`config.mk`:
```
export PLATFORM = sky130hd
export DESIGN_NAME = dbf_dac_front
export DESIGN_NICKNAME = d
export VERILOG_FILES = /design/src/rtl/dbf_pkg.sv /design/src/rtl/dbf_wr_decode.sv /design/src/rtl/dbf_nibble_reg.sv /design/src/rtl/dbf_hold_reg.sv /design/src/rtl/dbf_dac_front.sv
export SDC_FILE = /design/constraint.sdc
export NUM_CORES = 1
export LEC_CHECK = 0
export BUFFER_PORTS_ARGS = -buffer_cell sky130_fd_sc_hd__buf_2
export CORE_MARGIN = 1
export CORE_UTILIZATION = 35
export DETAILED_ROUTE_END_ITERATION = 16
export PLACE_DENSITY_LB_ADDON = 0.08
export SYNTH_ARGS = -nofsm -noshare
export SYNTH_HDL_FRONTEND = slang
export SYNTH_SLANG_ARGS = --single-unit
```
`constraint.sdc`:
```
create_clock -name clk -period 0.8 [get_ports clk]
set_input_delay 0.08 -clock clk [delete_from_list [all_inputs] [get_ports clk]]
set_output_delay 0.08 -clock clk [all_outputs]
set_load 0.05 [all_outputs]
```
`src/rtl/dbf_pkg.sv`:
```
package dbf_pkg;
   localparam int unsigned DEF_GRP_W  = 4;
   localparam int unsigned DEF_N_GRPS = 3;

   // Lowest bit index of group g in the flat code vector.
   function automatic int unsigned grp_base(input int unsigned g, input int unsigned w);
      return g * w;
   endfunction
endpackage

```
`src/rtl/dbf_wr_decode.sv`:
```
module dbf_wr_decode #(
   parameter int unsigned N_GRPS = dbf_pkg::DEF_N_GRPS
) (
   input  logic              cs_n,
   input  logic [N_GRPS-1:0] grp_en,
   output logic [N_GRPS-1:0] grp_wr
);
   generate
      if (N_GRPS < 1) begin : g_bad_count
         $error("dbf_wr_decode: N_GRPS must be at least 1");
      end
   endgenerate

   always_comb begin
      for (int g = 0; g < int'(N_GRPS); g++) begin
         grp_wr[g] = grp_en[g] & ~cs_n;
      end
   end
endmodule

```
`src/rtl/dbf_nibble_reg.sv`:
```
module dbf_nibble_reg #(
   parameter int unsigned W = dbf_pkg::DEF_GRP_W
) (
   input  logic         clk,
   input  logic         rst,
   input  logic         wr,
   input  logic [W-1:0] d,
   output logic [W-1:0] q
);
   generate
      if (W < 1) begin : g_bad_width
         $error("dbf_nibble_reg: W must be at least 1");
      end
   endgenerate

   always_ff @(posedge clk) begin
      if (rst)     q <= '0;
      else if (wr) q <= d;
   end

   // an unwritten group keeps its value
   a_r4_group_holds: assert property (@(posedge clk) disable iff (rst)
      !wr |=> $stable(q));

   // while written, the group tracks its input every edge
   a_r10_follows_input: assert property (@(posedge clk) disable iff (rst)
      wr |=> q == $past(d));
endmodule

```
`src/rtl/dbf_hold_reg.sv`:
```
module dbf_hold_reg #(
   parameter int unsigned W = 12
) (
   input  logic         clk,
   input  logic         rst,
   input  logic         load,
   input  logic [W-1:0] d,
   output logic [W-1:0] q
);
   generate
      if (W < 1) begin : g_bad_width
         $error("dbf_hold_reg: W must be at least 1");
      end
   endgenerate

   always_ff @(posedge clk) begin
      if (rst)       q <= '0;
      else if (load) q <= d;
   end

   // the output code moves only on a load
   a_r7_code_stable: assert property (@(posedge clk) disable iff (rst)
      !load |=> $stable(q));

   // a load copies every staged bit at once
   a_r6_parallel_copy: assert property (@(posedge clk) disable iff (rst)
      load |=> q == $past(d));
endmodule

```
`src/rtl/dbf_dac_front.sv`:
```
module dbf_dac_front #(
   parameter int unsigned GRP_W  = dbf_pkg::DEF_GRP_W,
   parameter int unsigned N_GRPS = dbf_pkg::DEF_N_GRPS
) (
   input  logic                      clk,
   input  logic                      rst,
   input  logic                      cs_n,
   input  logic [N_GRPS-1:0]         grp_en,
   input  logic [GRP_W*N_GRPS-1:0]   din,
   input  logic                      load,
   output logic [GRP_W*N_GRPS-1:0]   code
);
   localparam int unsigned CODE_W = GRP_W * N_GRPS;

   generate
      if (GRP_W < 1 || N_GRPS < 1) begin : g_bad_shape
         $error("dbf_dac_front: group width and count must be positive");
      end
   endgenerate

   logic [N_GRPS-1:0] grp_wr;
   logic [CODE_W-1:0] staged;

   dbf_wr_decode #(.N_GRPS(N_GRPS)) i_decode (
      .cs_n   (cs_n),
      .grp_en (grp_en),
      .grp_wr (grp_wr)
   );

   // First rank: one register per group, group g at bits [g*GRP_W +: GRP_W]
   generate
      for (genvar g = 0; g < int'(N_GRPS); g++) begin : g_stage
         localparam int unsigned LO = dbf_pkg::grp_base(g, GRP_W);
         dbf_nibble_reg #(.W(GRP_W)) i_grp (
            .clk (clk),
            .rst (rst),
            .wr  (grp_wr[g]),
            .d   (din[LO +: GRP_W]),
            .q   (staged[LO +: GRP_W])
         );
      end
   endgenerate

   // Second rank: holding register that alone drives the code
   dbf_hold_reg #(.W(CODE_W)) i_hold (
      .clk  (clk),
      .rst  (rst),
      .load (load),
      .d    (staged),
      .q    (code)
   );

   // reset clears both ranks
   a_r1_reset_clears: assert property (@(posedge clk)
      rst |=> (code == '0) && (staged == '0));

   // with the select inactive no group changes
   a_r3_select_blocks: assert property (@(posedge clk) disable iff (rst)
      cs_n |=> $stable(staged));

   // a load that coincides with a write takes the previous staged code
   a_r9_old_on_collision: assert property (@(posedge clk) disable iff (rst)
      (load && !cs_n && (|grp_en)) |=> code == $past(staged));
endmodule

```
==> key figures, run 1 <==
CTS
  • Root buffer cell: clkbuf_4
  • Worst-path clk slew: 0.12 ns
  • Clock sinks: 24
  • Max clock buf depth: 2
  • Cts hold-fix bufs: 0
  • CTS tree: done
  • Worst-Skew Late Latency: 0.30 ns
  • Num CTS Buffers: 3
  • # H-tree levels: 1

Critical path
  • Critical path class: flop to output port
  • Critical Path RT: 0.72 ns
  • Slowest-stage cell, CP: dfxtp_2
  • CP peak stage delay: 0.36 ns
  • Critical path launch point type: flop
  • CP Data Arrival Time: 0.80 ns
  • CP endpoint kind: output port
  • Crit path buffers/inverters: 1
  • Top cell family by delay on the critical path: flip-flops
  • Critical path peak fanout: 2
  • CP cell instances: buf_8

GRT
  • GR Overflow Total: 0
  • Overall Global Routing Usage: 12.44%
  • Initial antenna violation count: 0
  • Vias in the first global route: 727
  • Largest net degree at the start of global routing: 37
  • Global-route wire length before repair: 3125 microns

Pwr
  • PD cells: 1527 mW/mm^2
  • VDD IR max: 0.0009954 V
  • Leakage power: 0.5643 nW

Synth
  • Post-Syn Nets: 111
  • Synth warn: 0
  • Post-Synth Adder-Cell Area: 0%
  • Simple-Gate Fraction of Synth Area: 30.46%
  • Sequential-to-total area share from yosys stat: 46.60%
  • Syn_area_per_cell: 11.21 sq um
  • Register bit count reported by yosys: 24
  • Xor-xnor portion of the synthesized cell area: 0%
  • Post-synthesis mux area share: 11.65%
  • Synthesized cell area: 0.001031 sq mm
  • Compound-Gate Fraction of Synth Area: 6.553%
  • Cells after synthesis: 92
  • Main combinational cell family by area after synthesis: simple AND/OR/NAND/NOR gates
  • Post-synth cell types: 14

Placed design
  • I/O Buffers: 30
  • Placer's final routability congestion estimate: 0.6344
  • Detailed Place HPWL: 1297 microns

Outcome
  • Outcome: finished, violations left
  • Failing checks: setup timing

Floorplan
  • Die area: 0.003167 sq mm
  • # rows: 19
  • Die X: 56.28 microns
  • Placeable Area: 0.002781 sq mm
  • Starting Density: 37.07%
  • IO Count: 31
  • Chip height: 56.28 microns

Timing
  • Slew headroom: 84.80%
  • Max Slew Vio Count: 0
  • RSZ-0062 raised after global routing: true
  • Setup tns final: -0.9501 ns
  • Endpoints failing setup: 12
  • Max Clock Skew: 0.0006174 ns
  • Final Cycle Share: 110.5%
  • PnR worst setup slack: -0.08385 ns
  • Hold WS: 0.04455 ns
  • Fmax: 1131 MHz
  • Final hold vios: 0
  • Tightest Pin Transition: 0.2280 ns
  • Min cycle time layout: 0.8839 ns

Route
  • Via density: 4.827
  • First-iteration detailed-routing DRC count: 4
  • DR pass1 iterations: 4
  • Antenna viol nets, final: 0
  • Wirelength per Cell: 11.46 microns
  • Vias: 753
  • Detailed-route DRC error count: 0
  • Detailed-route wire length: 1788 microns

Cells and area
  • Share of cells above drive strength 1: 53.60%
  • Antenna diodes: 0
  • Layout area overhead: 33.13%
  • Final core occ: 49.35%
  • Final net count: 146

Job
  • Max cap viols: 0

Worst hold path
  • Hold Crit Class: input pin to flop
## power breakdown
group | switching [W] | internal, W
Clock | 0.000317 | 0.000175
Combinational | 0.000167 | 0.000167
Sequential | 0.0000286 | 0.00124
## layout by cell type, fill, tap and decap left out, drive strengths merged
cell type / Yosys / layout
mux2i: 12 / 12
nor2b: 3 / 3
nand2b: 12 / 12
nor2: 12 / 12
dfxtp: 24 / 24
o21ai: 12 / 12
nand4bb: 12 / 12
buf: 4 / 35
clkbuf: 1 / 3
## registers in the layout, indices dropped and copies added (netlist names)
register / flops
i_hold.q: 12
g_stage.i_grp.q: 12
## what timing repair did
| action | in CTS | in global routing |
|---|---|---|
| setup buffers | 3 | 0 |
| gates resized for setup | 27 | 4 |
| endpoints found under the setup margin | 12 | 13 |
| endpoints found under the hold margin | 0 | 0 |
## synth_stat cells
library cell	count	area share, %
dfxtp_1	24	47
mux2i_1	12	12
nand4bb_1	12	13
nand2b_1	11	6.7
nor2_2	10	6.1
o21ai_1	10	4.9
nor2b_2	3	2.5
buf_2	2	0.97
nor2_1	2	0.73
o21ai_2	2	1.7
buf_12	1	1.9
buf_6	1	1.1
clkbuf_4	1	0.73
nand2b_4	1	1.3
## layout make-up
cell class | count | area [sq um]
fillers | 260 | 1409
well taps | 31 | 38.79
multi-input cells | 63 | 505.5
clock buffers | 3 | 22.52
flip-flops and latches | 24 | 495.5
repair buffers | 35 | 310.3
## per-stage QoR
| stage | instances | setup slack (ns) | power [W] | cell area, sq um |
|---|---|---|---|---|
| 3_5_place_dp | 150 | 0.07765 | 0.001601 | 1226 |
| 4_1_cts | 156 | -0.1064 | 0.002124 | 1358 |
| 6_report | 156 | -0.08385 | 0.002096 | 1373 |
| 5_1_grt | 156 | -0.1402 | 0.002207 | 1373 |
| 2_1_floorplan | 92 | 0.06756 | 0.001501 | 1046 |
| 3_3_place_gp | 150 | 0.09002 | 0.001597 | 1226 |
## routing by layer
| metal | share of wire, % | GRT usage (%) | vias to the layer above | wire, microns |
|---|---|---|---|---|
| li1 | - | - | 389 | - |
| met1 | 51 | 16.59 | 342 | 907 |
| met2 | 44 | 19.73 | 20 | 779 |
| met3 | 4.9 | 2.304 | 2 | 87 |
| met4 | 0.73 | 5.226 | 0 | 13 |
| met5 | 0 | 0 | - | 0 |
## path summary, 6_finish.rpt
| path | start | endpoint | cells past startpoint | slack [ns] |
|---|---|---|---|---|
| max | i_hold.q[5] | code[5] | 1 | -0.08 |
| min | din[0] | g_stage[0].i_grp.q[0] | 3 | 0.04 |
| max reg2reg | i_hold.q[10] | i_hold.q[10] | 3 | 0.04 |
| min reg2reg | g_stage[0].i_grp.q[3] | g_stage[0].i_grp.q[3] | 2 | 0.47 |
## cells by family (layout without fill, tap and decap cells)
kind of cell / count (synthesis) / count (layout)
flip-flops: 24 / 24
AND/OR/NAND/NOR: 39 / 39
buffers and inverters: 5 / 38
multiplexers: 12 / 12
AO/OA/AOI/OAI: 12 / 12
No activity file was read; power rests on OpenSTA's default activity.
==> run 2: changes to the inputs <==
--- a/config.mk
+++ b/config.mk
@@ -7,2 +7,3 @@
 export LEC_CHECK = 0
+export ABC_AREA = 1
 export BUFFER_PORTS_ARGS = -buffer_cell sky130_fd_sc_hd__buf_2
--- a/constraint.sdc
+++ b/constraint.sdc
@@ -3,2 +3,2 @@
 set_output_delay 0.08 -clock clk [all_outputs]
-set_load 0.05 [all_outputs]
+set_load 0.1 [all_outputs]
==> key figures, run 2 <==
Timing
  • Endpoints failing setup: 12 (unchanged)
  • Fmax: 1055 MHz (-6.7%)
  • Max Clock Skew: 0.01525 ns (+0.01463 ns)
  • Hold WS: 0.05993 ns (+0.01539 ns)
  • PnR worst setup slack: -0.1474 ns (-0.06357 ns)
  • Min cycle time layout: 0.9474 ns (+0.06357 ns)
  • Tightest Pin Transition: 0.2944 ns (+0.06642 ns)
  • RSZ-0062 raised after global routing: true
  • Max Slew Vio Count: 0 (unchanged)
  • Setup tns final: -1.640 ns (-0.6900 ns)
  • Slew headroom: 80.30% (-4.5 points)
  • Final Cycle Share: 118.4% (+7.9 points)
  • Final hold vios: 0 (unchanged)

Floorplan
  • Chip height: 53.71 microns (-4.6%)
  • Starting Density: 37.44% (+0.37 points)
  • IO Count: 31 (unchanged)
  • Die X: 53.71 microns (-4.6%)
  • Die area: 0.002885 sq mm (-8.9%)
  • # rows: 18 (-1)
  • Placeable Area: 0.002500 sq mm (-10%)

Synth
  • Post-synthesis mux area share: 0% (-12 points)
  • Syn_area_per_cell: 6.984 sq um (-38%)
  • Post-Synth Adder-Cell Area: 0% (unchanged)
  • Sequential-to-total area share from yosys stat: 51.34% (+4.7 points)
  • Post-synth cell types: 10 (-4)
  • Post-Syn Nets: 153 (+38%)
  • Main combinational cell family by area after synthesis: simple AND/OR/NAND/NOR gates
  • Ys async rst share: 0% (unchanged)
  • Synthesized cell area: 935.9 sq um (-9.2%)
  • Cells after synthesis: 134 (+46%)
  • Yosys top cell area share: 51.34% (+4.7 points)
  • EDFF count, synth: 0 (unchanged)
  • Most frequent cells after synthesis: nor2_1 (51), dfxtp_1 (24), inv_1 (17)
  • Top FF cell, synth: dfxtp_1
  • Compound-Gate Fraction of Synth Area: 6.417% (-0.14 points)
  • Area leader, netlist: dfxtp_1
  • Cell with the most instances after synthesis: nor2_1
  • Register bit count reported by yosys: 24 (unchanged)
  • Simple-Gate Fraction of Synth Area: 31.68% (+1.2 points)
  • Xor-xnor portion of the synthesized cell area: 0% (unchanged)
  • Synth warn: 0 (unchanged)
  • Largest cells by area after synthesis: dfxtp_1 (51%), nor2_1 (20%), inv_1 (6.8%)

Critical path
  • Reg-to-Reg End: i_hold.q[5]
  • CP cell instances: buf_12
  • Reg2reg path depth: 2 (-1)
  • Critical path class: flop to output port
  • CP endpoint kind: output port
  • Worst Setup SP: i_hold.q[4]
  • Stages on the worst setup path: 1 (unchanged)
  • Critical path peak fanout: 2 (unchanged)
  • Reg2Reg Launch Point: i_hold.q[5]
  • Critical path launch point type: flop
  • R2r setup slk: 0.12 ns (+0.08 ns)
  • Slowest-stage cell, CP: dfxtp_4
  • CP Capture Point: code[4]
  • Critical Path RT: 0.72 ns (about the same)
  • Top cell family by delay on the critical path: flip-flops
  • CP peak stage delay: 0.38 ns (+0.02 ns)
  • CP Data Arrival Time: 0.87 ns (+0.07 ns)
  • Crit path buffers/inverters: 1 (unchanged)

Cells and area
  • Final net count: 187 (+28%)
  • Antenna diodes: 0 (unchanged)
  • Post-route cell area: 0.001425 sq mm (+3.8%)
  • Commonest non-fill, non-tap cell in the layout: nor2_1
  • Fill cells: 240 (-7.7%)
  • Most frequent cells in the layout: nor2_1 (51), buf_2 (18), inv_1 (17), buf_12 (14)
  • Share of cells above drive strength 1: 30.54% (-23 points)
  • Layout area overhead: 52.27%
  • Largest regs: g_stage.i_grp.q: 12 flops, i_hold.q: 12 flops

Pwr
  • VDD IR max: 0.001306 V (+31%)
  • Leakage power: 0.6989 nW (+24%)
  • PD cells: 2021 mW/mm^2 (+32%)

CTS
  • Max clock buf depth: 2 (unchanged)
  • # H-tree levels: 1 (unchanged)
  • Post-CTS Setup Bufs: 0 (-3)
  • Clock sinks: 24 (unchanged)
  • Root buffer cell: clkbuf_4
  • CTS tree: done
  • Worst-Skew Late Latency: 0.32 ns (+0.02 ns)
  • Num CTS Buffers: 3 (unchanged)
  • Post-CTS resize count: 0 (-100%)
  • Worst-path clk slew: 0.14 ns (+0.02 ns)

Outcome
  • Failing checks: setup timing
  • Outcome: finished, violations left

GRT
  • Global-route wire length before repair: 3367 microns (+7.7%)
  • Largest net degree at the start of global routing: 25 (-32%)
  • Initial antenna violation count: 0 (unchanged)
  • GR Overflow Total: 0 (unchanged)
  • Overall Global Routing Usage: 16.12% (+3.7 points)
  • Vias in the first global route: 801 (+10%)

Route
  • Vias: 901 (+20%)
  • DR pass1 iterations: 4 (unchanged)
  • First-iteration detailed-routing DRC count: 21 (+17)
  • Detailed-route wire length: 1970 microns (+10%)
  • Detailed-route DRC error count: 0 (unchanged)
  • Via density: 4.574 (-5.2%)
  • Wirelength per Cell: 10.00 microns (-13%)
  • Antenna viol nets, final: 0 (unchanged)

Worst hold path
  • Hold Crit Class: input pin to flop
  • HP Start: din[5]

Placed design
  • Placed Area: 0.001373 sq mm (+12%)
  • Placer's final routability congestion estimate: 0.7900 (+25%)
  • Detailed Place HPWL: 1441 microns (+11%)
  • I/O Buffers: 30 (unchanged)

Job
  • Max cap viols: 0 (unchanged)
==> run 2: cell types whose count changed after synthesis, moves of 2 or more <==
cell	change
nor2_1	+49
o21ai_1	-10
nand2b_1	-11
o21ai_2	-2
nand3_1	+12
nor2b_2	-3
o21ai_0	+12
nand2_1	+12
nand4bb_1	-12
mux2i_1	-12
nor2_2	-10
inv_1	+17
clkbuf_2	+2
==> run 2: layer usage <==
| layer | global-route usage (%) | vias to the layer above | share of wire, % | wire, microns |
|---|---|---|---|---|
| met4 | 6.579 | 0 | 1.2 | 23 |
| met1 | 20.38 | 399 | 48 | 953 |
| met5 | 0 | - | 0 | 0 |
| li1 | - | 474 | - | - |
| met2 | 25.93 | 24 | 46 | 898 |
| met3 | 3.955 | 4 | 4.8 | 95 |
==> run 2: kinds of logic after synthesis <==
| group | count (synthesis) |
|---|---|
| and+or+nand+nor | 75 |
| buffers and inverters | 23 |
| DFF | 24 |
| AOI/OAI and AO/OA | 12 |
==> run 2: worst min path at each step <==
stage	to	slack, ns	depth (start not counted)
4_1_cts	g_stage[1].i_grp.q[1]	0.05	5
3_3_place_gp	g_stage[0].i_grp.q[2]	0.39	5
6_report	g_stage[1].i_grp.q[1]	0.06	5
2_1_floorplan	i_hold.q[0]	0.25	2
5_1_grt	g_stage[2].i_grp.q[1]	0.07	5
3_5_place_dp	g_stage[1].i_grp.q[1]	0.39	5
==> run 2: repair_timing <==
action                                  4_1_cts  5_1_grt
hold endpoints to repair                      0        0
hold buffers                                  0        0
endpoints found under the setup margin       12       12
==> run 2: stage by stage <==
step	total power (W)	utilization [%]	std cells	worst slack [ns]
detailed placement	0.002048	54.90	193	0.07796
CTS	0.002909	57.01	197	-0.1603
floorplan	0.001763	-	134	0.01159
finish	0.002881	57.01	197	-0.1474
global placement	0.002044	54.90	193	0.05957
global route	0.003015	57.01	197	-0.1862
==> run 2: final cells by class <==
type | instances | area (sq um) | area share (%)
clock buffers | 3 | 22.52 | 1.580
multi-input cells | 87 | 356.6 | 25.02
repair buffers | 34 | 385.4 | 27.04
flip-flops and latches | 24 | 525.5 | 36.87
well taps | 30 | 37.54 | 2.634
inverters | 18 | 67.56 | 4.741
clock inverters | 1 | 30.03 | 2.107
==> run 2: power breakdown <==
group / total [W] / switching (W) / internal (W)
combinational: 0.000701 / 0.000436 / 0.000265
sequential: 0.00131 / 0.0000551 / 0.00126
clock: 0.000865 / 0.000358 / 0.000507
total: 0.00288 / 0.000849 / 0.00203
==> run 3: changes to the inputs <==
BUFFER_PORTS_ARGS = -buffer_cell sky130_fd_sc_hd__buf_4   (was -buffer_cell sky130_fd_sc_hd__buf_2)
==> key figures, run 3 (synthesized netlist as in run 2, its figures left out) <==
Critical path
  • CP peak stage delay: 0.38 ns (about the same)
  • Critical Path RT: 0.72 ns (about the same)
  • Critical path class: flop to output port
  • Crit path buffers/inverters: 1 (unchanged)
  • Critical path launch point type: flop
  • Reg2reg path depth: 2 (unchanged)
  • CP cell instances: buf_12
  • Slowest-stage cell, CP: dfxtp_4
  • CP endpoint kind: output port
  • Stages on the worst setup path: 1 (unchanged)
  • Critical path peak fanout: 2 (unchanged)
  • Top cell family by delay on the critical path: flip-flops
  • CP Data Arrival Time: 0.86 ns (about the same)

Outcome
  • Outcome: finished, violations left
  • Failing checks: setup timing

Cells and area
  • Fill cells: 219 (-8.8%)
  • Post-route cell area: 0.001449 sq mm (+1.7%)
  • Final net count: 188 (+0.53%)
  • Antenna diodes: 0 (unchanged)
  • Share of cells above drive strength 1: 30.95% (+0.41 points)
  • Final core occ: 57.96% (+0.95 points)
  • Commonest non-fill, non-tap cell in the layout: nor2_1
  • Multi-input logic area: 356.6 sq um (unchanged)
  • Reg area: 525.5 sq um (unchanged)
  • Most frequent cells in the layout: nor2_1 (51), buf_4 (22), inv_1 (17), buf_12 (13)
  • Largest regs: g_stage.i_grp.q: 12 flops, i_hold.q: 12 flops
  • Layout area overhead: 54.81%

CTS
  • # H-tree levels: 1 (unchanged)
  • Cts hold-fix bufs: 0 (unchanged)
  • Num CTS Buffers: 3 (unchanged)
  • Root buffer cell: clkbuf_4
  • CTS tree: done
  • Clock sinks: 24 (unchanged)
  • Worst-Skew Late Latency: 0.31 ns (about the same)
  • Worst-path clk slew: 0.13 ns (about the same)
  • Max clock buf depth: 2 (unchanged)

Floorplan
  • Die area: 0.002885 sq mm (unchanged)
  • # rows: 18 (unchanged)
  • Chip height: 53.71 microns (unchanged)
  • IO Count: 31 (unchanged)
  • Die X: 53.71 microns (unchanged)
  • Placeable Area: 0.002500 sq mm (unchanged)
  • Starting Density: 37.44% (unchanged)

GRT
  • Vias in the first global route: 780 (-2.6%)
  • Initial antenna violation count: 0 (unchanged)
  • Global-route wire length before repair: 3305 microns (-1.8%)
  • Overall Global Routing Usage: 16.05% (-0.068 points)
  • GR Overflow Total: 0 (unchanged)
  • Largest net degree at the start of global routing: 25 (unchanged)

Placed design
  • I/O Buffers: 30 (unchanged)
  • Placed Area: 0.001262 sq mm (-8.0%)
  • Placer's final routability congestion estimate: 0.7149 (-9.5%)
  • Detailed Place HPWL: 1441 microns (about the same)
  • Pre-CTS setup slack: 0.07002 ns (-0.007932 ns)

Timing
  • Max Slew Vio Count: 0 (unchanged)
  • Slew headroom: 82.08% (+1.8 points)
  • Tightest Pin Transition: 0.2678 ns (-0.02666 ns)
  • RSZ-0062 raised after global routing: true
  • Final hold vios: 0 (unchanged)
  • Hold WS: 0.05761 ns (-0.002319 ns)
  • Endpoints failing setup: 12 (unchanged)
  • Fmax: 1066 MHz (+1.0%)
  • Max Clock Skew: 0.005352 ns (-0.009900 ns)
  • Min cycle time layout: 0.9380 ns (-0.009473 ns)
  • Final Cycle Share: 117.2% (-1.2 points)
  • PnR worst setup slack: -0.1380 ns (+0.009473 ns)

Route
  • Wirelength per Cell: 10.00 microns (unchanged)
  • Detailed-route DRC error count: 0 (unchanged)
  • DR pass1 iterations: 4 (unchanged)
  • Vias: 877 (-2.7%)
  • Detailed-route wire length: 1980 microns (+0.51%)
  • Antenna viol nets, final: 0 (unchanged)
  • Via density: 4.429 (-3.2%)
  • First-iteration detailed-routing DRC count: 20 (-4.8%)

Pwr
  • PD cells: 1835 mW/mm^2 (-9.2%)
  • VDD IR max: 0.001089 V (-17%)
  • Leakage power: 0.7079 nW (+1.3%)

Job
  • Max cap viols: 0 (unchanged)

Worst hold path
  • Hold Crit Class: input pin to flop
  • Hold Crit Depth: 4 (-1)
## run 3: cell count changes in the layout (fill, tap and decap cells not counted), sizes merged
cell    change
clkbuf      +1
buf         +1
bufinv      -1
## run 3: path summary, 6_finish.rpt
| check | startpoint | endpoint | slack (ns) |
|---|---|---|---|
| hold reg to reg | g_stage[0].i_grp.q[1] | i_hold.q[1] | 0.49 |
| hold / removal | grp_en[0] | g_stage[0].i_grp.q[2] | 0.06 |
| setup reg to reg | i_hold.q[4] | i_hold.q[4] | 0.11 |
| setup / recovery | i_hold.q[7] | code[7] | -0.14 |
## run 3: repair_timing
action                                  CTS  global route
buffers inserted                          0             0
gates resized for setup                  36             0
endpoints found under the setup margin   12            12
## run 3: power breakdown
part,total [W],switching (W),internal [W]
Combinational,0.000720,0.000433,0.000287
Clock,0.000623,0.000345,0.000278
Sequential,0.00132,0.0000568,0.00126
## run 3: area by class of cell
class	count	area share (%)
inverter	18	4.663
clock buffer	4	2.504
multi-input combinational	87	24.61
tap	30	2.591
timing repair buffer	35	29.36
sequential	24	36.27
## run 3: per-layer routing
metal | part of all wire [%] | global-route usage (%)
met3 | 4.2 | 2.825
met1 | 48 | 20.68
met4 | 1.8 | 9.211
met2 | 46 | 24.90
met5 | 0 | 0
## run 3: per-stage QoR
| step | power (W) | setup TNS, ns | cells |
|---|---|---|---|
| 2_1_floorplan | 0.001763 | 0 | 134 |
| 4_1_cts | 0.002698 | -1.769 | 198 |
| 3_3_place_gp | 0.001948 | 0 | 194 |
| 3_5_place_dp | 0.001953 | 0 | 194 |
| 6_report | 0.002659 | -1.584 | 198 |
| 5_1_grt | 0.002790 | -2.015 | 198 |
